### src/rtl/strap_pkg.sv
package strap_pkg;

    // Fixed redundancy: a two-of-three vote needs exactly three copies.
    localparam int unsigned NUM_COPIES = 3;
    localparam int unsigned BYTE_W     = 8;

    typedef enum logic [1:0] {
        SEQ_FETCH = 2'd0,   // issuing byte reads
        SEQ_DRAIN = 2'd1,   // last byte in flight
        SEQ_DONE  = 2'd2    // copies complete, vote valid
    } seq_state_e;

    function automatic logic maj3(input logic a, input logic b, input logic c);
        return (a & b) | (a & c) | (b & c);
    endfunction

endpackage

### src/rtl/strap_fetch_seq.sv
module strap_fetch_seq
    import strap_pkg::*;
#(
    parameter int unsigned WORD_W    = 32,
    parameter int unsigned ARR_AW    = 10,
    parameter int unsigned COPY_BASE = 0,
    localparam int unsigned BYTES    = WORD_W / BYTE_W,
    localparam int unsigned TOTAL    = NUM_COPIES * BYTES,
    localparam int unsigned IDX_W    = $clog2(TOTAL)
) (
    input  logic              clk,
    input  logic              rst,
    input  logic              refresh_req,
    output logic              rd_en,
    output logic [ARR_AW-1:0] rd_addr,
    output logic              cap_stb,
    output logic [IDX_W-1:0]  cap_idx,
    output logic              done
);

    localparam logic [IDX_W-1:0] LAST_IDX = IDX_W'(TOTAL - 1);

    seq_state_e       state_q;
    logic [IDX_W-1:0] issue_idx_q;
    logic             cap_stb_q;
    logic [IDX_W-1:0] cap_idx_q;

    assign rd_en   = (state_q == SEQ_FETCH) && !rst;
    assign rd_addr = ARR_AW'(COPY_BASE) + ARR_AW'(issue_idx_q);
    assign cap_stb = cap_stb_q;
    assign cap_idx = cap_idx_q;
    assign done    = (state_q == SEQ_DONE);

    always_ff @(posedge clk) begin
        if (rst) begin
            state_q     <= SEQ_FETCH;
            issue_idx_q <= '0;
            cap_stb_q   <= 1'b0;
            cap_idx_q   <= '0;
        end else begin
            // synchronous array: data for this edge's address arrives next edge
            cap_stb_q <= rd_en;
            cap_idx_q <= issue_idx_q;
            unique case (state_q)
                SEQ_FETCH: begin
                    if (issue_idx_q == LAST_IDX) begin
                        issue_idx_q <= '0;
                        state_q     <= SEQ_DRAIN;
                    end else begin
                        issue_idx_q <= issue_idx_q + 1'b1;
                    end
                end
                SEQ_DRAIN: state_q <= SEQ_DONE;
                SEQ_DONE: begin
                    if (refresh_req) begin
                        state_q     <= SEQ_FETCH;
                        issue_idx_q <= '0;
                    end
                end
                default: state_q <= SEQ_FETCH;
            endcase
        end
    end

    // reads never leave the twelve-byte copy window
    p_addr_in_window_r2: assert property (@(posedge clk) disable iff (rst)
        rd_en |-> (rd_addr >= ARR_AW'(COPY_BASE)) &&
                  (rd_addr <= ARR_AW'(COPY_BASE + TOTAL - 1)));

    // back-to-back reads walk upward by one byte
    p_addr_step_r2: assert property (@(posedge clk) disable iff (rst)
        (rd_en && $past(rd_en)) |-> (rd_addr == $past(rd_addr) + 1'b1));

    // completion follows the capture of the final byte
    p_done_after_last_r2: assert property (@(posedge clk) disable iff (rst)
        $rose(done) |-> ($past(cap_stb) && ($past(cap_idx) == LAST_IDX)));

endmodule

### src/rtl/strap_copy_store.sv
module strap_copy_store
    import strap_pkg::*;
#(
    parameter int unsigned WORD_W = 32,
    localparam int unsigned BYTES = WORD_W / BYTE_W,
    localparam int unsigned TOTAL = NUM_COPIES * BYTES,
    localparam int unsigned IDX_W = $clog2(TOTAL)
) (
    input  logic                         clk,
    input  logic                         rst,
    input  logic                         wr_stb,
    input  logic [IDX_W-1:0]             wr_idx,
    input  logic [BYTE_W-1:0]            wr_byte,
    output logic [NUM_COPIES*WORD_W-1:0] copies
);

    logic [NUM_COPIES*WORD_W-1:0] copies_q;

    assign copies = copies_q;

    // byte index c*BYTES+l lands in copy c, lane l (little-endian)
    for (genvar c = 0; c < NUM_COPIES; c++) begin : g_copy
        for (genvar l = 0; l < BYTES; l++) begin : g_lane
            localparam int unsigned POS = c * BYTES + l;
            localparam int unsigned LSB = c * WORD_W + l * BYTE_W;
            logic hit;
            assign hit = wr_stb && (wr_idx == IDX_W'(POS));
            always_ff @(posedge clk) begin
                if (rst) begin
                    copies_q[LSB +: BYTE_W] <= '0;
                end else if (hit) begin
                    copies_q[LSB +: BYTE_W] <= wr_byte;
                end
            end
        end
    end

    // only the addressed byte lane moves on a capture
    p_idle_hold_r3: assert property (@(posedge clk) disable iff (rst)
        !wr_stb |=> $stable(copies_q));

endmodule

### src/rtl/strap_vote.sv
module strap_vote
    import strap_pkg::*;
#(
    parameter int unsigned WORD_W = 32
) (
    input  logic                         clk,
    input  logic                         rst,
    input  logic [NUM_COPIES*WORD_W-1:0] copies,
    output logic [WORD_W-1:0]            voted
);

    logic [WORD_W-1:0] cpy_a, cpy_b, cpy_c;

    assign cpy_a = copies[0*WORD_W +: WORD_W];
    assign cpy_b = copies[1*WORD_W +: WORD_W];
    assign cpy_c = copies[2*WORD_W +: WORD_W];

    for (genvar i = 0; i < WORD_W; i++) begin : g_bit
        assign voted[i] = maj3(cpy_a[i], cpy_b[i], cpy_c[i]);
    end

    // any two matching copies outvote the third
    p_two_agree_r5: assert property (@(posedge clk) disable iff (rst)
        ((cpy_a == cpy_b) || (cpy_a == cpy_c)) |-> (voted == cpy_a));

    p_pair_bc_r4: assert property (@(posedge clk) disable iff (rst)
        (cpy_b == cpy_c) |-> (voted == cpy_b));

endmodule

### src/rtl/strap_vote_reader.sv
module strap_vote_reader
    import strap_pkg::*;
#(
    parameter int unsigned WORD_W    = 32,
    parameter int unsigned ARR_AW    = 10,
    parameter int unsigned REG_AW    = 12,
    parameter int unsigned COPY_BASE = 0,
    parameter int unsigned STRAP_OFF = 'h010,
    localparam int unsigned BYTES    = WORD_W / BYTE_W,
    localparam int unsigned TOTAL    = NUM_COPIES * BYTES,
    localparam int unsigned IDX_W    = $clog2(TOTAL)
) (
    input  logic              clk,
    input  logic              rst,
    input  logic              refresh_req,
    output logic              arr_rd_en,
    output logic [ARR_AW-1:0] arr_rd_addr,
    input  logic [7:0]        arr_rd_data,
    input  logic [REG_AW-1:0] reg_rd_addr,
    output logic [WORD_W-1:0] reg_rd_data,
    input  logic              reg_wr_en,
    input  logic [REG_AW-1:0] reg_wr_addr,
    input  logic [WORD_W-1:0] reg_wr_data,
    output logic              strap_valid
);

    logic                         cap_stb;
    logic [IDX_W-1:0]             cap_idx;
    logic                         fetch_done;
    logic [NUM_COPIES*WORD_W-1:0] copies;
    logic [WORD_W-1:0]            voted;

    strap_fetch_seq #(
        .WORD_W   (WORD_W),
        .ARR_AW   (ARR_AW),
        .COPY_BASE(COPY_BASE)
    ) u_seq (
        .clk        (clk),
        .rst        (rst),
        .refresh_req(refresh_req),
        .rd_en      (arr_rd_en),
        .rd_addr    (arr_rd_addr),
        .cap_stb    (cap_stb),
        .cap_idx    (cap_idx),
        .done       (fetch_done)
    );

    strap_copy_store #(
        .WORD_W(WORD_W)
    ) u_store (
        .clk    (clk),
        .rst    (rst),
        .wr_stb (cap_stb),
        .wr_idx (cap_idx),
        .wr_byte(arr_rd_data),
        .copies (copies)
    );

    strap_vote #(
        .WORD_W(WORD_W)
    ) u_vote (
        .clk   (clk),
        .rst   (rst),
        .copies(copies),
        .voted (voted)
    );

    assign strap_valid = fetch_done;
    // the register file holds no writable state: writes are dropped here
    assign reg_rd_data = (fetch_done && (reg_rd_addr == REG_AW'(STRAP_OFF))) ? voted : '0;

    // a write carrying a different value leaves the voted word unchanged
    p_wr_ignored_r6: assert property (@(posedge clk) disable iff (rst)
        (reg_wr_en && (reg_wr_addr == REG_AW'(STRAP_OFF)) && (reg_wr_data != voted) &&
         fetch_done && !refresh_req) |=> $stable(voted));

    // an accepted refresh drops the valid flag
    p_refresh_clears_r8: assert property (@(posedge clk) disable iff (rst)
        ($past(fetch_done) && $past(refresh_req)) |-> !strap_valid);

    // no array traffic once the copies are complete
    p_quiet_when_valid_r2: assert property (@(posedge clk) disable iff (rst)
        strap_valid |-> !arr_rd_en);

endmodule

### config.mk
export PLATFORM = sky130hd
export DESIGN_NAME = strap_vote_reader
export DESIGN_NICKNAME = d
export VERILOG_FILES = /design/src/rtl/strap_pkg.sv /design/src/rtl/strap_fetch_seq.sv /design/src/rtl/strap_copy_store.sv /design/src/rtl/strap_vote.sv /design/src/rtl/strap_vote_reader.sv
export SDC_FILE = /design/constraint.sdc
export NUM_CORES = 1
export LEC_CHECK = 0
export BUFFER_PORTS_ARGS = -buffer_cell sky130_fd_sc_hd__clkbuf_2
export CORE_ASPECT_RATIO = 1.5
export CORE_MARGIN = 1.5
export CORE_UTILIZATION = 48
export CTS_CLUSTER_SIZE = 28
export DETAILED_ROUTE_END_ITERATION = 6
export PLACE_DENSITY = 0.82
export SLEW_MARGIN = 5
export SYNTH_ARGS = -nofsm -noshare
export SYNTH_HDL_FRONTEND = slang
export SYNTH_SLANG_ARGS = --single-unit
export TNS_END_PERCENT = 1
### constraint.sdc
create_clock -name clk -period 1.5 [get_ports clk]
set_clock_uncertainty 0.2 [all_clocks]
set_input_delay 0.15 -clock clk [delete_from_list [all_inputs] [get_ports clk]]
set_output_delay 0.15 -clock clk [all_outputs]
set_load 0.03 [all_outputs]
Word-level counts from Yosys, hierarchy flattened
Index checks and enable logic that the tools add are counted.

operators by class
  eq/ne operators = 17
  muxes and demuxes = 7
  bitwise operators = 160
  reductions and logical operators = 20
  add/sub/neg operators = 1

operators by type and width
  operator                                                          number
  1-bit AND                                                         96
  1-bit bitwise OR                                                  64
  32-bit 2-to-1 mux                                                 1
  4-bit == test, second input constant                              5
  4-bit by 3-bit == test with 1-bit output, second input constant   4
  1-bit logical AND                                                 14
  12-bit by 5-bit == test with 1-bit output, second input constant  1
  4-bit by 2-bit == test with 1-bit output, second input constant   2
  4-bit 2-to-1 mux                                                  2
  4-bit one-hot mux with 2 select lines                             1
  2-bit one-hot mux with 3 select lines                             1
  4-bit by 1-bit adder with 4-bit output, second input constant     1
  4-bit by 1-bit == test with 1-bit output, second input constant   1
  4-bit zero test                                                   1
  2-bit 2-to-1 mux                                                  2
  2-bit inequality test, second input constant                      2
  2-bit AND reduction                                               2
  2-bit by 1-bit == test with 1-bit output, second input constant   1
  2-bit == test, second input constant                              1
  2-bit zero test                                                   1
  2-bit nonzero test                                                1
  1-bit zero test                                                   1

storage, ports and cells
  output and inout bits = 44
  bits in registers = 107
  bits of input ports = 68
  word-level logic and storage cells = 221

Longest topological paths before layout
Gate-level depths: netlist of the first run.

  depth after elaboration = 4
  gate-level depth with buffers = 6
  depth with buffers taken out = 4

By module
Synthesis of the first run repeated with hierarchy kept, for this count alone.

second synthesis, totals
  cell total of the unflattened synthesis = 502
  area, all modules = 5,510.3 µm²

by module, submodules not included
  module             seq. area each (µm²)  area each (µm²)  times used  cells each
  strap_copy_store   1,921.8               3,784.9          1           341
  strap_vote_reader  0.0                   915.9            1           88
  strap_fetch_seq    220.2                 449.2            1           41
  strap_vote         0.0                   360.3            1           32

Worst setup path before layout of the first run
No wires, ideal clock.

  kind = reg2out
  start = register u_seq.state_q[1]
  end = output port reg_rd_data[10]
  cell stages (with the launch flop) = 5
  path slack = -0.768 ns
  data arrival time = 1.918 ns
  path buffers = 1
  required time = 1.150 ns
  cell sequence = dfxtp_1 -> nor2b_1 -> nand4_1 -> clkbuf_1 -> a21oi_1

on the way
  longest elaborated chain between the ends = 3

ends and longest elaborated chain
  what                    line                     source
  from (decl)             strap_fetch_seq.sv:23    seq_state_e state_q;
  from (signal assigned)  strap_fetch_seq.sv:36    state_q <= SEQ_FETCH;
  from (signal assigned)  strap_fetch_seq.sv:48    state_q <= SEQ_DRAIN;
  from (signal assigned)  strap_fetch_seq.sv:53    SEQ_DRAIN: state_q <= SEQ_DONE;
  2-bit == test           strap_fetch_seq.sv:32    assign done = (state_q == SEQ_DONE);
  net strap_valid         strap_vote_reader.sv:24  output logic strap_valid
  1-bit logical AND       strap_vote_reader.sv:70  assign reg_rd_data = (fetch_done && (reg_rd_addr == REG_AW'(STRAP_OFF))) ? voted : '0;
  32-bit 2-to-1 mux       strap_vote_reader.sv:70
  to (decl)               strap_vote_reader.sv:20  output logic [WORD_W-1:0] reg_rd_data,

The timed path passes the listed nets, and every way through them passes these cells.

Final worst setup path of the first run
  start = register u_seq.state_q[1]
  end = output port reg_rd_data[0]

on the way
  longest elaborated chain between the ends = 3

ends and longest elaborated chain
  what               line
  2-bit == test      strap_fetch_seq.sv:32
  1-bit logical AND  strap_vote_reader.sv:70
  32-bit 2-to-1 mux  strap_vote_reader.sv:70

No other way between the ends.

==> flow_summary.yaml, run 1 <==
global_routing:
  gr-total-overflow: 0
  grtUsageTotal: 0.236
  grt_pass1_vias: 3721
  grt_pass1_wl_um: 17700
  grt_max_degree: 57
  antenna_found_initial: 0
worst_setup_path:
  crit_path_start_kind: "register"
  rrSetupSlack_ps: -90
  critPathMaxFanout: 12
  r2r-end: "u_store.copies[33]"
  crit_path_top_delay_cell: "dfxtp_2"
  cp-end-kind: "primary output"
  arrival_ps: 1510
  max_stage_delay_ps: 320
  r2r_cells: 5
  worst_ep_required_time_ps: 1150
  critPathLaunch: "u_seq.state_q[1]"
  crit_end: "reg_rd_data[0]"
  reg2reg_from: "u_seq.cap_idx[3]"
  cp_cell_sequence: "nor2b_4, nand4_1, buf_6, buf_12, a21oi_2, clkbuf_8"
  worstSetupPathType: "register to primary output"
pwr:
  powerDensity_nw_per_um2: 924
  p_leak_nw: 2.32
  ir_drop_mv: 0.981
  p_sw_mw: 1.33
  p_sw_frac: 0.233
  power.total_mw: 5.71
  intPower_mw: 4.38
  p_clk_frac: 0.381
  p_comb_frac: 0.093
  pwr-share-seq: 0.525
cells_and_area:
  num-nets-final: 629
  layout_common_cells: "dfxtp_1, nor2_1, mux2i_1"
  layout.cells.non_filler: 674
  area_delta_synth_final_pct: 39.2
  final_common_cell: "dfxtp_1"
  antenna_cells: 0
  fill_cells: 623
  drive_gt1_frac: 0.285
floorplan:
  die_y_um: 121
  core_sq_um: 8880
  io_pins: 112
  die_w_um: 81.5
  die_area_sq_um: 9850
  rows: 42
  start_util: 0.500
outcome:
  failed_checks: "negative setup slack"
  outcome: "finished with violations"
place:
  placement.io_buffers: 60
  dp_cells: 655
  hpwl_um: 7080
  place_congestion: 0.768
clock_network:
  cts_sinks: 107
  clk_latency_ps: 330
  htree_levels: 3
  cts-buffers-inserted: 9
  cts_max_path_buffers: 2
  cts_root_buf: "clkbuf_16"
  cts_tree: "yes"
  path_clk_slew_ps: 60
timing:
  period_needed_ps: 1860
  finalHoldViolCount: 0
  fin_ws_ps: -365
  hold_slack_ps: 69.0
  finalSetupTns_ps: -11960
  min_period_over_period: 1.24
  rsz0062_at_grt: "yes"
  drv_slew: 0
  fmax_mhz: 536
  setup_violations: 57
drt:
  drc: 0
  wire_per_inst_um: 16.0
  vias: 3638
  drtAntennaViolNets: 0
  wl_um: 10800
  avgViaCountPerCell: 5.40
  drtIter0Drc: 162
  firstDrtPassIters: 4
logic_synthesis:
  synthCells: 488
  syn_area_sq_um: 4440
  synth_enable_flop_cells: 0
  synth.distinct_cells: 32
  synthArstFlopShare: 0
  netlist_top_cells_area: "dfxtp_1, mux2i_1, nor2_1, a21oi_1, o21ai_0"
  ys_ff_latch: 107
  yosys.area.top_type: "dfxtp_1"
  syn_area_per_cell_sq_um: 9.10
  synth_top_area_share: 0.482
  ys.flop_type: "dfxtp_1"
  yosysSeqAreaShare: 0.482
  yosysWarnings: 0
hold_path:
  worstHoldPathType: "primary input to register"
job:
  maxCapViolCount: 0
metrics by stage:
| stage | instance area (sq um) | setup WS [ps] | utilization |
|---|---|---|---|
| after floorplan | 4850 | -253 | - |
| after global placement | 5420 | -220 | 0.610 |
| after detailed placement | 5420 | -273 | 0.610 |
| after CTS | 6100 | -384 | 0.687 |
| after global routing | 6180 | -456 | 0.696 |
| final | 6180 | -365 | 0.696 |
kinds of logic (layout without fill, tap and decap cells):
logic type                 Yosys count  in the layout  share of synthesized area
and+or+nand+nor                    174            174                      0.182
DFF                                107            107                      0.482
muxes                               88             88                      0.198
AOI/OAI and AO/OA                   81             81                     0.0933
buffers and inverters               36            107                     0.0400
adders and majority gates            1              1                    0.00282
other                                1              6                   0.000844
cell usage after synthesis (2+ instances only):
cell type / n
inv_1: 2
nor2_1: 89
buf_4: 6
nor2_4: 4
a21oi_1: 44
nand2_1: 43
buf_2: 4
mux2i_1: 88
o21ai_0: 34
buf_6: 2
nor4_1: 3
nand3_1: 10
nor3_1: 2
nor2b_1: 5
nor2_2: 2
dfxtp_1: 107
nand2b_1: 6
nand3b_4: 2
clkbuf_1: 22
routing by layer:
metal | track usage | part of all wire
met1 | 0.268 | 0.41
met2 | 0.391 | 0.51
met3 | 0.0513 | 0.043
met4 | 0.145 | 0.038
met5 | 0 | 0
what timing repair did:
item	4_1_cts	5_1_grt
endpoints found under the setup margin	129	121
hold buffers	2	0
resized for setup	83	44
buffers inserted	1	0
cloned	1	0
pin swaps	1	2
hold endpoints to repair	3	0
critical path: cells and delay by family, from the launching register on:
kind | cells | cell delay (ps)
buffers and inverters | 3 | 500
flip-flops | 1 | 320
AND/OR/NAND/NOR | 2 | 220
AO/OA/AOI/OAI | 1 | 120
worst min path at each step:
stage / from / to / slack (ps) / cells past startpoint
final: arr_rd_data[2] / u_store.copies[2] / 70 / 3
after global routing: arr_rd_data[2] / u_store.copies[2] / 90 / 3
after CTS: arr_rd_data[7] / u_store.copies[7] / 30 / 3
after detailed placement: u_store.copies[2] / u_store.copies[2] / 250 / 2
after global placement: u_store.copies[7] / u_store.copies[7] / 240 / 2
after floorplan: rst / u_seq.cap_idx[0] / 30 / 1
power groups by stage:
stage / clock (mW) / combinational (mW) / sequential [mW]
floorplan: 0 / 0.319 / 3.08
global placement: 0 / 0.478 / 3.05
detailed placement: 0 / 0.494 / 3.06
CTS: 2.23 / 0.515 / 2.99
global route: 2.35 / 0.574 / 3.01
finish: 2.18 / 0.533 / 3.00
layout make-up:
class | instances | area, sq um | share of cell area
multi-input cells | 350 | 2550 | 0.412
flip-flops and latches | 107 | 2150 | 0.348
repair buffers | 90 | 1060 | 0.171
clock buffers | 13 | 270 | 0.0437
well taps | 110 | 138 | 0.0223
clock inverters | 2 | 10.0 | 0.00162
inverters | 2 | 7.51 | 0.00121
flip-flops by register name, indices dropped and copies added, names as in the netlist:
name and cells:
u_store.copies 96, u_seq.cap_idx 4, u_seq.issue_idx_q 4, u_seq.state_q 2, u_seq.cap_stb 1
Note: power is estimated with default switching activity, not from simulation.
==> run 2, diff against run 1 <==
--- a/config.mk
+++ b/config.mk
@@ -8,12 +8,13 @@
 export BUFFER_PORTS_ARGS = -buffer_cell sky130_fd_sc_hd__clkbuf_2
 export CORE_ASPECT_RATIO = 1.5
 export CORE_MARGIN = 1.5
-export CORE_UTILIZATION = 48
+export CORE_UTILIZATION = 50
 export CTS_CLUSTER_SIZE = 28
 export DETAILED_ROUTE_END_ITERATION = 6
-export PLACE_DENSITY = 0.82
+export PLACE_DENSITY = 0.83
 export SLEW_MARGIN = 5
 export SYNTH_ARGS = -nofsm -noshare
 export SYNTH_HDL_FRONTEND = slang
+export SYNTH_HIERARCHICAL = 1
 export SYNTH_SLANG_ARGS = --single-unit
 export TNS_END_PERCENT = 1
==> run 2 against run 1 <==
The flow still finishes with violations (negative setup slack). Synthesized cell count up 2.9%. Register-to-register slack better by 50 ps. Sequential cell count unchanged. Via count up 7.1%. First-iteration DRC count down 0.62%. Sequential power down 2%. Largest power group unchanged.
==> flow_summary.yaml, run 2 <==
worst_setup_path:
  max_stage_delay_ps: 470
  critPathBufInv: 2
  cp_cell_sequence: "and2b_2, buf_12, or4bb_1, nor4_4, clkbuf_8"
  crit_path_top_delay_cell: "or4bb_1"
  cp-end-kind: "primary output"
  worst_ep_required_time_ps: 1150
  critPathMaxFanout: 32
  crit_path_start_kind: "register"
  critPathTopFamily: "simple AND/OR/NAND/NOR gates"
  worstSetupPathType: "register to primary output"
  arrival_ps: 1970
drt:
  firstDrtPassIters: 5
  drtIter0Drc: 161
  vias: 3896
  wire_per_inst_um: 17.9
  drc: 0
  drtAntennaViolNets: 0
  avgViaCountPerCell: 5.52
  wl_um: 12600
timing:
  hold_slack_ps: 75.7
  fmax_mhz: 431
  tightest_slew_ps: 692
  min_period_over_period: 1.55
  finalHoldViolCount: 0
  relSlewSlack: 0.539
  rsz0062_at_grt: "yes"
  period_needed_ps: 2320
  drv_slew: 0
  setup_violations: 56
  fin_ws_ps: -822
outcome:
  outcome: "finished with violations"
  failed_checks: "negative setup slack"
global_routing:
  grtUsageTotal: 0.222
  grt_max_degree: 52
  antenna_found_initial: 0
  grt_pass1_vias: 4121
  grt_pass1_wl_um: 20100
  gr-total-overflow: 0
cells_and_area:
  layout_common_cells: "dfxtp_1, nand2b_1, mux2i_1"
  antenna_cells: 0
  final_area_sq_um: 7000
  layout.cells.non_filler: 706
  num-nets-final: 627
  multi_input_area_sq_um: 3420
  largest_reg_flops: 96
  register_area_sq_um: 2140
  fill_cells: 778
  area_delta_synth_final_pct: 27.0
  fin_util: 0.657
  drive_gt1_frac: 0.347
  final_common_cell: "dfxtp_1"
clock_network:
  cts_max_path_buffers: 2
  cts-buffers-inserted: 9
  cts_root_buf: "clkbuf_16"
  cts_sinks: 107
  cts_tree: "yes"
  clk_latency_ps: 340
  post-cts-setup-buffers: 0
  path_clk_slew_ps: 70
  htree_levels: 3
logic_synthesis:
  synth.most_common_cell: "dfxtp_1"
  synthArstFlopShare: 0
  ys_ff_latch: 107
  synth.area.mux_share: 0.174
  yosysSeqAreaShare: 0.389
  yosys.area.top_type: "dfxtp_1"
  synthCells: 502
  synth-simple-area-share: 0.307
  syn_area_per_cell_sq_um: 11.0
  synth_top_area_share: 0.389
  synth_xor_area_frac: 0.00159
  synth.distinct_cells: 42
  yosysWarnings: 6
  synth_top_family_by_area: "simple AND/OR/NAND/NOR gates"
  netlist_top_cells_area: "dfxtp_1, mux2i_1, nand2b_1, maj3_2, or4bb_1"
  ys.flop_type: "dfxtp_1"
  synth_enable_flop_cells: 0
  synth-compound-area-share: 0.0102
  synth_fa_ha_area_frac: 0.0677
  syn_area_sq_um: 5510
  synth_commonest_cells: "dfxtp_1, nand2b_1, mux2i_1, maj3_2, or4bb_1"
place:
  placement.io_buffers: 60
  dp_cells: 690
  hpwl_um: 8450
  dpl_cell_area_sq_um: 6350
  place_congestion: 0.761
pwr:
  ir_drop_mv: 0.669
  powerDensity_nw_per_um2: 870
  power.total_mw: 6.09
  p_leak_nw: 3.31
floorplan:
  die_y_um: 132
  io_pins: 112
  start_util: 0.518
  die_area_sq_um: 11700
  die_w_um: 88.7
  rows: 46
  core_sq_um: 10600
job:
  maxCapViolCount: 0
hold_path:
  worstHoldPathType: "primary input to register"
[run 2: changes by cell type after synthesis, moves of 27 or more]
cell / change
a21oi_1: -42
nand2b_1: +98
nand2_1: -42
nor2_1: -87
nor4_2: +27
or4bb_1: +32
o21ai_0: -34
maj3_2: +32
[run 2: layer usage]
layer | track usage | vias up | wire (um)
li1 | - | 1871 | -
met1 | 0.264 | 1920 | 5160
met2 | 0.387 | 80 | 6770
met3 | 0.0226 | 25 | 304
met4 | 0.102 | 0 | 369
met5 | 0 | - | 0
[run 2: power breakdown]
group / switching, mW / internal, mW
Clock: 0.980 / 1.62
Sequential: 0.0476 / 2.90
Combinational: 0.332 / 0.208
Total: 1.36 / 4.73
[run 2: metrics by stage]
step / setup slack [ps] / TNS, ps
after floorplan: -573 / -18270
after global placement: -515 / -15730
after detailed placement: -532 / -18780
final: -822 / -25250
after global routing: -892 / -30950
after CTS: -834 / -25170
[run 2: final timing paths]
| kind | from | depth (start not counted) | slack, ps | to |
|---|---|---|---|---|
| worst max register to register | u_seq/cap_idx[1] | 3 | -40 | u_store/copies[49] |
| worst max-delay path | u_seq/state_q[0] | 5 | -820 | reg_rd_data[26] |
| worst min register to register | u_store/copies[27] | 2 | 280 | u_store/copies[27] |
| worst min-delay path | rst | 2 | 80 | u_seq/cap_idx[1] |
[run 2: repair_timing]
item	CTS	global route
cloned	0	0
setup endpoints to repair	41	116
pin swaps	1	0
hold endpoints to repair	1	0
resized for setup	67	12
hold buffers	1	0
[run 2: layout make-up]
class | instances | share of cell area
Multi-Input combinational cell | 348 | 0.488
Clock buffer | 10 | 0.0327
Sequential cell | 107 | 0.306
Clock inverter | 5 | 0.0147
Tap cell | 144 | 0.0257
Timing Repair Buffer | 92 | 0.132
[run 2: kinds of logic after synthesis]
kind of cell | Yosys count
other | 1
AO/OA/AOI/OAI | 7
XOR/XNOR | 1
adder cells (fa/ha/maj) | 33
buffers and inverters | 52
multiplexers | 96
flip-flops | 107
AND/OR/NAND/NOR | 205
